<file path="src/rtl/la_pkg.sv">
package la_pkg;
  localparam int CFG_KIND_W = 3;
  localparam int CFG_IDX_W  = 4;
  localparam int CFG_ADDR_W = CFG_KIND_W + CFG_IDX_W;

  typedef enum logic [CFG_KIND_W-1:0] {
    CK_VALUE = 3'd0,
    CK_MASK  = 3'd1,
    CK_NEG   = 3'd2,
    CK_LSEL  = 3'd3,
    CK_LLAST = 3'd4,
    CK_QSEL  = 3'd5,
    CK_QMODE = 3'd6,
    CK_PRE   = 3'd7
  } cfg_kind_e;
endpackage

</file>
<file path="src/rtl/la_match_unit.sv">
module la_match_unit #(
  parameter int W = 8
) (
  input  logic [W-1:0] probe,
  input  logic [W-1:0] value,
  input  logic [W-1:0] care,
  input  logic         invert,
  output logic         hit
);
  logic [W-1:0] diff;

  always_comb begin
    diff = (probe ^ value) & care;
    hit  = (diff == '0) ^ invert;
  end
endmodule

</file>
<file path="src/rtl/la_sequencer.sv">
module la_sequencer #(
  parameter int N_MATCH = 4,
  parameter int N_LEVEL = 4,
  parameter int MSEL_W  = 2,
  parameter int LVL_W   = 2
) (
  input  logic              clk,
  input  logic              rst_n,
  input  logic              arm,
  input  logic              step,
  input  logic [N_MATCH-1:0] hits,
  input  logic [MSEL_W-1:0] lvl_src [N_LEVEL],
  input  logic [LVL_W-1:0]  last_lvl,
  output logic              fire,
  output logic [LVL_W-1:0]  level
);
  logic [MSEL_W-1:0] cur_src;
  logic              cur_hit;

  always_comb begin
    cur_src = lvl_src[level];
    cur_hit = (int'(cur_src) < N_MATCH) ? hits[cur_src] : 1'b0;
    fire    = step & cur_hit & (level == last_lvl);
  end

  always_ff @(posedge clk or negedge rst_n) begin
    if (!rst_n)                level <= '0;
    else if (arm || fire)      level <= '0;
    else if (step && cur_hit)  level <= level + 1'b1;
  end


  lvl_step_chk: assert property (@(posedge clk) disable iff (!rst_n)
    (level != $past(level)) |-> (level == '0 || level == $past(level) + 1'b1));


  lvl_hold_chk: assert property (@(posedge clk) disable iff (!rst_n)
    (!step && !arm) |=> $stable(level));
endmodule

</file>
<file path="src/rtl/la_capture_ctrl.sv">
module la_capture_ctrl #(
  parameter int DL = 8
) (
  input  logic          clk,
  input  logic          rst_n,
  input  logic          arm,
  input  logic          valid,
  input  logic          qual,
  input  logic          fire,
  input  logic [DL-1:0] pretrig,
  output logic          armed,
  output logic          triggered,
  output logic          done,
  output logic          step,
  output logic          wr_en,
  output logic [DL-1:0] wr_addr,
  output logic [DL-1:0] kept
);
  localparam int DEPTH = 1 << DL;

  logic [DL-1:0] pre_cnt, kept_eff;
  logic [DL:0]   post_cnt, post_goal;
  logic          in_post, fill_done;

  always_comb begin
    step      = armed & valid & ~triggered;
    wr_en     = armed & valid & qual;
    in_post   = triggered | fire;
    kept_eff  = triggered ? kept : pre_cnt;
    post_goal = (DL+1)'(DEPTH) - {1'b0, kept_eff};
    fill_done = wr_en & in_post & ((post_cnt + 1'b1) == post_goal);
  end

  always_ff @(posedge clk or negedge rst_n) begin
    if (!rst_n) begin
      armed <= 1'b0; triggered <= 1'b0; done <= 1'b0;
      wr_addr <= '0; pre_cnt <= '0; post_cnt <= '0; kept <= '0;
    end else if (arm) begin
      armed <= 1'b1; triggered <= 1'b0; done <= 1'b0;
      wr_addr <= '0; pre_cnt <= '0; post_cnt <= '0; kept <= '0;
    end else begin
      if (wr_en) wr_addr <= wr_addr + 1'b1;
      if (wr_en && !in_post && pre_cnt < pretrig) pre_cnt <= pre_cnt + 1'b1;
      if (fire) begin
        triggered <= 1'b1;
        kept      <= pre_cnt;
      end
      if (wr_en && in_post) post_cnt <= post_cnt + 1'b1;
      if (fill_done) begin
        armed <= 1'b0;
        done  <= 1'b1;
      end
    end
  end


  done_has_trig_chk: assert property (@(posedge clk) disable iff (!rst_n)
    done |-> (triggered && !armed));


  frozen_after_done_chk: assert property (@(posedge clk) disable iff (!rst_n)
    (done && !arm) |=> ($stable(wr_addr) && done));


  arm_restart_chk: assert property (@(posedge clk) disable iff (!rst_n)
    arm |=> (armed && !triggered && !done));


  trig_sticky_chk: assert property (@(posedge clk) disable iff (!rst_n)
    (triggered && !arm) |=> triggered);
endmodule

</file>
<file path="src/rtl/la_sample_mem.sv">
module la_sample_mem #(
  parameter int W  = 8,
  parameter int DL = 8
) (
  input  logic          clk,
  input  logic          wr_en,
  input  logic [DL-1:0] wr_addr,
  input  logic [W-1:0]  wr_data,
  input  logic [DL-1:0] rd_base,
  input  logic [DL-1:0] rd_addr,
  output logic [W-1:0]  rd_data
);
  localparam int DEPTH = 1 << DL;

  logic [W-1:0]  mem [DEPTH];
  logic [DL-1:0] phys;

  always_comb phys = rd_base + rd_addr;

  always_ff @(posedge clk) begin
    if (wr_en) mem[wr_addr] <= wr_data;
    rd_data <= mem[phys];
  end
endmodule

</file>
<file path="src/rtl/la_capture_core.sv">
module la_capture_core
  import la_pkg::*;
#(
  parameter int PROBE_W    = 8,
  parameter int N_MATCH    = 4,
  parameter int N_LEVEL    = 4,
  parameter int DEPTH_LOG2 = 8,
  parameter int CFG_W      = 16
) (
  input  logic                  clk,
  input  logic                  rst_n,
  input  logic                  cfg_we,
  input  logic [CFG_ADDR_W-1:0] cfg_addr,
  input  logic [CFG_W-1:0]      cfg_wdata,
  input  logic                  arm,
  input  logic                  probe_valid,
  input  logic [PROBE_W-1:0]    probe_data,
  input  logic [DEPTH_LOG2-1:0] rd_addr,
  output logic [PROBE_W-1:0]    rd_data,
  output logic                  st_armed,
  output logic                  st_triggered,
  output logic                  st_done,
  output logic [DEPTH_LOG2-1:0] trig_index
);
  localparam int MSEL_W = (N_MATCH > 1) ? $clog2(N_MATCH) : 1;
  localparam int LVL_W  = (N_LEVEL > 1) ? $clog2(N_LEVEL) : 1;

  logic [PROBE_W-1:0]    m_value [N_MATCH];
  logic [PROBE_W-1:0]    m_care  [N_MATCH];
  logic [N_MATCH-1:0]    m_inv;
  logic [MSEL_W-1:0]     lvl_src [N_LEVEL];
  logic [LVL_W-1:0]      last_lvl;
  logic [N_MATCH-1:0]    q_set;
  logic                  q_all;
  logic [DEPTH_LOG2-1:0] pretrig;

  cfg_kind_e             kind;
  logic [CFG_IDX_W-1:0]  idx;

  always_comb begin
    kind = cfg_kind_e'(cfg_addr[CFG_ADDR_W-1:CFG_IDX_W]);
    idx  = cfg_addr[CFG_IDX_W-1:0];
  end

  always_ff @(posedge clk or negedge rst_n) begin
    if (!rst_n) begin
      for (int i = 0; i < N_MATCH; i++) begin
        m_value[i] <= '0;
        m_care[i]  <= '0;
      end
      for (int l = 0; l < N_LEVEL; l++) lvl_src[l] <= '0;
      m_inv    <= '0;
      last_lvl <= '0;
      q_set    <= '0;
      q_all    <= 1'b0;
      pretrig  <= '0;
    end else if (cfg_we) begin
      for (int i = 0; i < N_MATCH; i++) begin
        if (int'(idx) == i) begin
          if (kind == CK_VALUE) m_value[i] <= cfg_wdata[PROBE_W-1:0];
          if (kind == CK_MASK)  m_care[i]  <= cfg_wdata[PROBE_W-1:0];
          if (kind == CK_NEG)   m_inv[i]   <= cfg_wdata[0];
        end
      end
      for (int l = 0; l < N_LEVEL; l++) begin
        if (int'(idx) == l && kind == CK_LSEL) lvl_src[l] <= cfg_wdata[MSEL_W-1:0];
      end
      if (kind == CK_LLAST) last_lvl <= cfg_wdata[LVL_W-1:0];
      if (kind == CK_QSEL)  q_set    <= cfg_wdata[N_MATCH-1:0];
      if (kind == CK_QMODE) q_all    <= cfg_wdata[0];
      if (kind == CK_PRE)   pretrig  <= cfg_wdata[DEPTH_LOG2-1:0];
    end
  end

  logic [N_MATCH-1:0] hits;

  for (genvar g = 0; g < N_MATCH; g++) begin : g_match
    la_match_unit #(.W(PROBE_W)) u_match (
      .probe  (probe_data),
      .value  (m_value[g]),
      .care   (m_care[g]),
      .invert (m_inv[g]),
      .hit    (hits[g])
    );
  end

  logic qual;
  always_comb begin
    if (q_set == '0)  qual = 1'b1;
    else if (q_all)   qual = &(hits | ~q_set);
    else              qual = |(hits & q_set);
  end

  logic                  fire, step, wr_en;
  logic [LVL_W-1:0]      level;
  logic [DEPTH_LOG2-1:0] wr_addr;

  la_sequencer #(
    .N_MATCH (N_MATCH),
    .N_LEVEL (N_LEVEL),
    .MSEL_W  (MSEL_W),
    .LVL_W   (LVL_W)
  ) u_seq (
    .clk      (clk),
    .rst_n    (rst_n),
    .arm      (arm),
    .step     (step),
    .hits     (hits),
    .lvl_src  (lvl_src),
    .last_lvl (last_lvl),
    .fire     (fire),
    .level    (level)
  );

  la_capture_ctrl #(.DL(DEPTH_LOG2)) u_ctrl (
    .clk       (clk),
    .rst_n     (rst_n),
    .arm       (arm),
    .valid     (probe_valid),
    .qual      (qual),
    .fire      (fire),
    .pretrig   (pretrig),
    .armed     (st_armed),
    .triggered (st_triggered),
    .done      (st_done),
    .step      (step),
    .wr_en     (wr_en),
    .wr_addr   (wr_addr),
    .kept      (trig_index)
  );

  la_sample_mem #(.W(PROBE_W), .DL(DEPTH_LOG2)) u_mem (
    .clk     (clk),
    .wr_en   (wr_en),
    .wr_addr (wr_addr),
    .wr_data (probe_data),
    .rd_base (wr_addr),
    .rd_addr (rd_addr),
    .rd_data (rd_data)
  );


  store_only_when_armed_chk: assert property (@(posedge clk) disable iff (!rst_n)
    wr_en |-> (st_armed && probe_valid));
endmodule

</file>
<file path="config.mk">
export PLATFORM = sky130hd
export DESIGN_NAME = la_capture_core
export DESIGN_NICKNAME = d
export VERILOG_FILES = /design/src/rtl/la_pkg.sv /design/src/rtl/la_match_unit.sv /design/src/rtl/la_sequencer.sv /design/src/rtl/la_capture_ctrl.sv /design/src/rtl/la_sample_mem.sv /design/src/rtl/la_capture_core.sv
export SDC_FILE = /design/constraint.sdc
export NUM_CORES = 2
export LEC_CHECK = 0
export CAP_MARGIN = 20
export CORE_MARGIN = 3
export CORE_UTILIZATION = 65
export DETAILED_ROUTE_END_ITERATION = 8
export PLACE_DENSITY_LB_ADDON = 0.25
export SYNTH_ARGS = -nofsm -noshare
export SYNTH_HDL_FRONTEND = slang
export SYNTH_SLANG_ARGS = --single-unit
</file>
<file path="constraint.sdc">
create_clock -name clk -period 11 [get_ports clk]
set_input_delay 1.1 -clock clk [delete_from_list [all_inputs] [get_ports clk]]
set_output_delay 1.1 -clock clk [all_outputs]
set_load 0.005 [all_outputs]
</file>
==> metrics.csv <==
metric,value,unit
outcome,"finished, final reports clean",
synth_fp_nets,3944,
clk_pin_slew,0.06,ns
grt_pass1_wl,297600,um
seq_area_frac_synth,75.22,%
fmax,0.1714,GHz
skew,0.03405,ns
fill_cells,7065,
grt_antenna_before_repair,3,
period_needed,5.833,ns
slew_violations,0,
hold_class,in2async,
crit_arrival,6.28,ns
post-dp-hpwl,110900,um
multi_input_area,20530,um2
critPathMaxFanout,146,
final_nets,4035,
grt_overflow_total,0,
wire_per_inst,34.32,um
rows,133,
synth-edff-count,2048,
irDropWorstVdd,0.1811,mV
drive_gt1_share,28.55,%
fp.dieW,370.3,um
criticalPathCategory,in2reg,
tritoncts,done,
grt_setup_unrepaired,false,
start_util,65.53,%
vias,41184,
cts_buffers,202,
die_y,370.3,um
syn-cell-area,86260,um2
setup_tns,0,ns
syn2layout_area_growth,10.62,%
yosysWarnings,0,
finalHoldViolations,0,
dr.pass1.iters,6,
r2r_setup_slack,5.59,ns
synthDistinctLibCells,60,
fin_area,95420,um2
grt_max_degree,201,
clkLatencyLatePin,0.84,ns
globalplace.congestion,0.8078,
grt_pass1_vias,42223,
p_per_area,208.3,nW/um2
core-area,131600,um2
postSynthCellCount,3878,
clock_tree.buffer_depth,3,
avgSynthCellArea,22.24,um2
top_level_ports,63,
r2r-end,u_mem.rd_data[7]$_DFF_P_,
cap_violations,0,
setup_viol,0,
slew_headroom,12.77,%
hold_buffers,0,
start_kind,input port,
ys_async_sr_fraction,5.904,%
drt_iter0_drc,5557,
htree_levels,4,
ys.flop_type,edfxtp_1,
portBuffers,54,
seq_area,64890,um2
place_area,88800,um2
period_share,53.03,%
drc,0,
cts_resized,0,
required,11.45,ns
worst_setup_path_end_kind,flip-flop,
clock-root-buffer,clkbuf_16,
ant_nets,0,
reg2reg_depth,9,
power_leakage,30.28,nW
grt.total_usage,30.46,%
wl,202500,um
ys_ff_latch,2185,
avgViaCountPerCell,6.980,
cts_sinks,2185,
dieArea,137100,um2
worst_pin_slew,1.309,ns
r2r-start,u_ctrl.wr_addr[0]$_DFFE_PN0P_,
place_inst,5518,
stdcell_count,5900,
cts_setup_buffers,0,
==> power breakdown <==
group	leakage [nW]	internal [mW]	total (mW)	switching, mW
combinational	6.84	1.77	3.67	1.90
clock	3.23	3.92	6.97	3.06
sequential	20.2	9.16	9.23	0.0726
==> worst max-delay path, stage by stage <==
cell and delay, ns:
clkbuf_8 0.63, xor2_1 0.15, a22oi_1 0.24, and4_1 0.37, mux2i_1 0.19, o41ai_4 0.60, nand3_2 0.66, or4b_2 1.20
buf_4 0.40, nor2_1 0.70
==> layer usage <==
metal / share of wire [%] / vias up / global-route usage [%]
met5: 0.0079 / - / 0
met4: 4.3 / 2 / 11.67
met3: 9.7 / 452 / 6.850
met2: 49 / 2516 / 48.12
met1: 37 / 21822 / 42.56
li1: - / 16392 / -
==> stage by stage <==
step / util (%) / worst slack (ns) / hold WS (ns) / power, mW
after global placement: 67.44 / 4.430 / 0.4692 / 12.99
after CTS: 72.45 / 5.130 / 0.2340 / 19.96
after global routing: 72.49 / 4.917 / 0.2804 / 20.40
final: 72.49 / 5.167 / 0.2588 / 19.88
after floorplan: - / 6.681 / 0.4740 / 11.84
after detailed placement: 67.46 / 4.293 / 0.4720 / 13.05
==> layout by cell type, fill, tap and decap left out, types with 39 or more instances in the layout <==
| master | instances |
|---|---|
| dfrtp_1 | 129 |
| clkbuf_16 | 205 |
| xor2_1 | 39 |
| clkbuf_1 | 50 |
| edfxtp_1 | 2048 |
| mux4_2 | 674 |
| clkdlybuf4s50_1 | 45 |
| nor2_1 | 278 |
| nand2_1 | 39 |
| mux2_2 | 102 |
| buf_4 | 40 |
| mux2i_1 | 53 |
==> flip-flops by register name (all words and copies together) (netlist names), 8 cells and up <==
register and count:
u_ctrl.kept 8, u_ctrl.post_cnt 9, m_value 32, u_mem.mem 2048, u_mem.rd_data 8, pretrig 8, lvl_src 8, u_ctrl.wr_addr 8
m_care 32, u_ctrl.pre_cnt 8
==> cells in the mapped netlist (2+ instances only) <==
library cell	count	area share, %
a21o_1	6	0.052
nand2_1	39	0.17
nor2b_1	17	0.12
o21bai_1	3	0.026
or2_2	2	0.015
xnor2_1	23	0.23
o41ai_1	2	0.020
o21ai_0	12	0.070
edfxtp_1	2048	71
a22oi_1	16	0.14
nand2b_1	10	0.073
a21oi_1	19	0.11
buf_2	22	0.13
nand3_1	23	0.13
and2_1	4	0.029
mux2_2	102	1.3
a211oi_1	2	0.017
nor3_1	9	0.052
or3_1	6	0.044
nand4_1	10	0.073
mux2i_1	53	0.62
o31ai_1	7	0.061
nor3b_1	4	0.035
and3_1	4	0.029
clkbuf_1	136	0.59
inv_1	17	0.074
nor2_2	7	0.051
xor2_1	39	0.40
dfxtp_1	8	0.19
and4_1	4	0.041
ha_1	21	0.30
o21a_1	4	0.035
mux4_2	674	18
buf_1	60	0.26
dfrtp_1	129	3.7
or4b_1	6	0.070
nor4_1	9	0.065
nor2_1	278	1.2
nor2_4	13	0.17
or4_1	10	0.087
==> kinds of logic after synthesis <==
kind of cell	count (synthesis)	share of synthesized area [%]
flops	2185	75.22
mux	829	19.54
simple gates	461	2.534
buf+inv	239	1.095
compound gates	80	0.6455
xor+xnor	62	0.6295
fa+ha+maj	22	0.3278
==> worst max path at each step <==
stage	to	start	slack, ns	cells past startpoint
after floorplan	u_mem.rd_data[0]$_DFF_P_	rd_addr[0]	6.68	9
final	u_mem.mem[58][2]$_DFFE_PP_	probe_data[6]	5.17	10
after CTS	u_mem.mem[58][6]$_DFFE_PP_	probe_data[6]	5.13	10
after global routing	u_mem.mem[89][4]$_DFFE_PP_	probe_data[6]	4.92	10
after global placement	u_mem.mem[58][5]$_DFFE_PP_	probe_data[6]	4.43	10
after detailed placement	u_mem.mem[58][5]$_DFFE_PP_	probe_data[6]	4.29	10
==> final cells by class <==
type	count	share of cell area, %
tap	1755	2.301
clock inverter	105	1.039
timing repair buffer	108	1.225
inverter	18	0.07081
clock buffer	274	5.847
sequential	2185	68.00
multi-input combinational	1454	21.51
antenna	1	0.002623
Note: power is estimated with default switching activity, not from simulation.
